$ cat config.mk
export PLATFORM = sky130hd
export DESIGN_NAME = bus_txoff_ctrl
export DESIGN_NICKNAME = d
export VERILOG_FILES = /design/src/rtl/bus_txoff_ctrl.sv
export SDC_FILE = /design/constraint.sdc
export NUM_CORES = 1
export LEC_CHECK = 0
export ABC_AREA = 1
export BUFFER_PORTS_ARGS = -buffer_cell sky130_fd_sc_hd__buf_2
export CAP_MARGIN = 0
export CORE_AREA = 2 2 39 41
export CTS_CLUSTER_SIZE = 12
export DETAILED_ROUTE_END_ITERATION = 16
export DIE_AREA = 0 0 41 43
export GPL_TIMING_DRIVEN = 0
export PLACE_DENSITY = 0.39
export SYNTH_ARGS = -nofsm -noshare
export SYNTH_HDL_FRONTEND = slang
export SYNTH_SLANG_ARGS = --single-unit
$ cat constraint.sdc
create_clock -name clk -period 0.8 [get_ports clk]
set_input_delay 0 -clock clk [delete_from_list [all_inputs] [get_ports clk]]
set_output_delay 0 -clock clk [all_outputs]
set_load 0.02 [all_outputs]
$ cat src/rtl/bus_txoff_ctrl.sv
module bus_txoff_ctrl (
  input  logic       clk,
  input  logic       rst_n,
  input  logic       manual_sd,
  input  logic       mute_sel,
  input  logic       sd_pulse,
  input  logic       ovr_pulse,
  input  logic       cmd_bus,
  output logic [1:0] tx_en,
  output logic [1:0] rx_en,
  output logic [1:0] bit_tx_off,
  output logic [1:0] bit_rx_off
);

  logic [1:0] tx_off_q, rx_off_q;
  logic [1:0] target;
  logic       auto_on;

  assign auto_on = !manual_sd;
  assign target  = cmd_bus ? 2'b01 : 2'b10;

  always_ff @(posedge clk or negedge rst_n) begin
    if (!rst_n) begin
      tx_off_q <= 2'b00;
      rx_off_q <= 2'b00;
    end else if (auto_on && sd_pulse) begin
      tx_off_q <= tx_off_q | target;
      if (!mute_sel) rx_off_q <= rx_off_q | target;
    end else if (auto_on && ovr_pulse) begin
      tx_off_q <= tx_off_q & ~target;
      rx_off_q <= rx_off_q & ~target;
    end
  end

  assign tx_en      = ~tx_off_q;
  assign rx_en      = ~rx_off_q;
  assign bit_tx_off = auto_on ? tx_off_q : 2'b00;
  assign bit_rx_off = auto_on ? rx_off_q : 2'b00;

  AST_MANUAL_HOLD: assert property (@(posedge clk) disable iff (!rst_n)
    manual_sd |=> ($stable(tx_en) && $stable(rx_en)));
  AST_FULL_SD_A: assert property (@(posedge clk) disable iff (!rst_n)
    (!manual_sd && sd_pulse && !mute_sel && !cmd_bus) |=> (!tx_en[1] && !rx_en[1]));
  AST_FULL_SD_B: assert property (@(posedge clk) disable iff (!rst_n)
    (!manual_sd && sd_pulse && !mute_sel && cmd_bus) |=> (!tx_en[0] && !rx_en[0]));
  AST_MUTE_RX: assert property (@(posedge clk) disable iff (!rst_n)
    (!manual_sd && sd_pulse && mute_sel) |=> $stable(rx_en));
  AST_KEEP_ACTIVE: assert property (@(posedge clk) disable iff (!rst_n)
    (sd_pulse && !cmd_bus) |=> ($stable(tx_en[0]) && $stable(rx_en[0])));
  AST_OVERRIDE: assert property (@(posedge clk) disable iff (!rst_n)
    (!manual_sd && ovr_pulse && !sd_pulse && cmd_bus) |=> (tx_en[0] && rx_en[0]));
  AST_IDLE_HOLD: assert property (@(posedge clk) disable iff (!rst_n)
    (!sd_pulse && !ovr_pulse) |=> ($stable(tx_en) && $stable(rx_en)));
  AST_RX_NEEDS_TX_OFF: assert property (@(posedge clk) disable iff (!rst_n)
    (!rx_en[0] |-> !tx_en[0]) and (!rx_en[1] |-> !tx_en[1]));

endmodule

## Word level (Yosys, flattened, before mapping)

Cells that the tools add are included.

- Bits in registers: 4
- Bits in latches: 0
- Bits in writable memories: 0
- ROM bits: 0
- Bits of input ports: 7
- Memories kept: 0

- $add $sub $neg: 0
- Multipliers: 0
- Divide/modulo/power cells: 0
- Order comparisons: 0
- Eq/ne operators: 1
- Shift-type cells: 0
- Muxes and demuxes: 8
- Bitwise logic cells: 7
- Reduce and logical (&&, ||, !) cells: 5

Operator list:

| operator | number |
|---|---|
| 2-bit 2-to-1 mux | 8 |
| 2-bit inverter | 3 |
| 2-bit AND | 2 |
| 2-bit bitwise OR | 2 |
| 1-bit logical AND | 2 |
| 2-bit inequality test, second input constant | 1 |
| 2-bit AND reduction | 1 |
| 2-bit nonzero test | 1 |
| 1-bit zero test | 1 |

## Longest topological paths before layout

- Depth in word-level cells: 5
- Mapped depth: 5
- Gate-level depth less buffers: 5

## Worst setup path after synthesis

OpenSTA, ideal clock, no wires.

- Kind: register to output
- Start: reg (tool-made name)
- End: out bit_rx_off[0]
- Arrival: 0.735 ns
- Path slack: 0.065 ns
- Cell stages (with the launch flop): 3
- Path buffers: 0
- Path through: dfrtp_1 > inv_1 > nor2_1

RTL lines:

| what | RTL line | RTL |
|---|---|---|
| to (decl) | 12 | `output logic [1:0] bit_rx_off` |

==> results.md <==
* Clock Latency Late Sink at 230 ps
* Failing checks: negative setup slack
* Die area at 1763 um2
* Mapped Area at 229.0 um2
* Vias in the first global route at 265
* Ant diodes at 0
* Ys Warns at 0
* Crit share post-route at 108.5%
* Seq/Total Area, Yosys at 43.72%
* Sw power at 0.2552 mW
* Startpoint Class: flop
* Die W at 41 um
* CP Buf/Inv Count at 2
* Pin count of the biggest net entering global routing at 7
* Fmax achieved at 1153 MHz
* Worst Skew at 0 ps
* Syn Inst Count at 35
* CTS sink cnt at 4
* Nets at 65
* Critical Path AT at 870 ps
* CTS tree: built
* Congestion Overflow GR at 0
* Die Ht at 43 um
* TritonCTS Buffers at 3
* Leak pwr at 0.2305 nW
* Slew Viols, Final at 0
* Min Hold Slack at 63.30 ps
* Sequential share of power at 32.4%
* # DRC at 0
* Drt wl/cell at 8.097 um
* Critical path fanouts, max at 2
* Internal power at 0.5308 mW
* Finished Layout Cells at 72
* Final ANT Viol Nets at 0
* Critical Path RT at 800 ps
* Total Routing Usage GR at 8.761%
* Max stage delay on crit path at 370 ps
* Synth Area per Inst at 6.542 um2
* Clock transition at the registers of the reported paths at 30 ps
* Final hold viol count at 0
* Last weighted congestion value of the routability-driven placer at 0.6927
* Hold WC Path Type: in2reg
* Comb pwr share at 36.6%
* Clock root cell: clkbuf_4
* Initial drt markers at 4
* Unique masters post-synth at 8
* Setup-failing EPs final at 7
* Slew margin rel. at 84.94%
* Mapped Nets at 42
* Crit-path slowest cell: dfrtp_1
* Worst setup margin at -67.66 ps
* Yosys reg bits at 4
* Critical-path cell list: inv_2 -> nor2_1 -> buf_4
* EDFF count, synth at 0
* Status: complete, but fails checks
* H-Tree Depth at 1
* Top cell type's share of synthesized area at 43.72%
* Clock Power Share at 31.0%
* First-pass DRT Iterations at 2
* Pwr dens at 1957 nW/um2
* Clk buf depth at 2
* Port buffer count at 14
* I/O pin cnt at 15
* Layout area overhead at 75.41%
* Actual slew at the worst max-slew pin at 225.0 ps
* Reg-to-reg slack, setup at 70 ps
* RSZ-0062 raised after global routing: yes
* Via count at 272
* Core ar. at 1384 um2
* First-pass GRT wire length at 966 um
* Peak supply drop at 0.0008882 V
* Core Util, Final at 29.02%
* Post-place setup slack at 167.2 ps
* Max cap viols at 0
* Top cells by count, synth: inv_1, nand2_1, nor2_1
* Async SR Flop Fraction at 100.0%
* Initial antenna violation count at 0
* Starting Density at 16.55%
* DR vias/cell at 3.778
* Nature of the critical path endpoint: primary output
* Synth Flop Type: dfrtp_1
* Sw frac at 32.47%
* Area leader, netlist: dfrtp_1
* Largest cells by area after synthesis: dfrtp_1, inv_1, nand2_1, nand3_1, nor2_1
* Post-layout min period at 867.7 ps
* Setup CP Type: reg2out
* Core Rows at 14
* Routed wire length at 583 um
* Total placed cells including tap cells at 65
* Delay-heaviest family, CP: flip-flops
* Share of cells above drive strength 1 at 44.64%
[stage by stage]
stage	setup TNS [ps]	total power, mW	area, um2
global placement	0	0.4796	319.1
finish	-269.7	0.7860	401.6
floorplan	0	0.3903	229.0
CTS	-373.7	0.7867	391.6
detailed placement	0	0.4789	319.1
global route	-740.9	0.8607	401.6
[layer usage]
metal	vias to the layer above	wire, um	global-route usage [%]
met5	-	0	0
met4	0	0	2.000
met3	0	50	7.853
met2	10	274	14.37
met1	115	258	7.468
li1	147	-	-
[layout by cell type (no fill, tap or decap), drive strengths merged]
master | Yosys | layout
inv | 10 | 10
nand2 | 8 | 8
o21ai | 2 | 2
nor2 | 5 | 5
dlygate4sd3 | 0 | 2
clkbuf | 0 | 3
dfrtp | 4 | 4
buf | 0 | 16
nand4 | 2 | 2
nand3 | 4 | 4
[worst min-delay path: cells and delay by family]
family / cells / cell delay [ps]
buffers and inverters: 2 / 140
and+or+nand+nor: 2 / 120
[cells by family after synthesis]
kind of cell / after synthesis / share of synthesized area, %
compound gates: 2 / 4.372
buf+inv: 10 / 16.40
flops: 4 / 43.72
simple gates: 19 / 35.52
[timing repair]
action                                  4_1_cts  5_1_grt
gates resized for setup                       7        5
endpoints found under the hold margin         5        0
setup buffers                                 2        0
pin swaps                                     1        2
endpoints found under the setup margin        8        8
hold buffers                                  2        0
[layout make-up]
cell class	count	area, um2
multi-input cells	21	93.84
well taps	16	20.02
repair buffers	18	127.6
clock buffers	3	22.52
flip-flops and latches	4	100.1
fillers	165	982.2
inverters	10	37.54
[final timing paths]
kind,end,startpoint,cells past startpoint
worst max-delay path,bit_rx_off[0],flop,3
worst min-delay path,flop,mute_sel,4
worst max register to register,flop,flop,3
worst min register to register,flop,flop,2
max in group asynchronous,async pin,rst_n,2
min in group asynchronous,async pin,rst_n,2
[power groups by stage]
stage          combinational [mW]  clock (mW)  sequential (mW)
2_1_floorplan               0.141           0            0.249
6_report                    0.287       0.244            0.255
3_5_place_dp                0.224           0            0.255
5_1_grt                     0.321       0.281            0.259
4_1_cts                     0.276       0.258            0.253
3_3_place_gp                0.224           0            0.256
(Power assumes the default switching activity.)
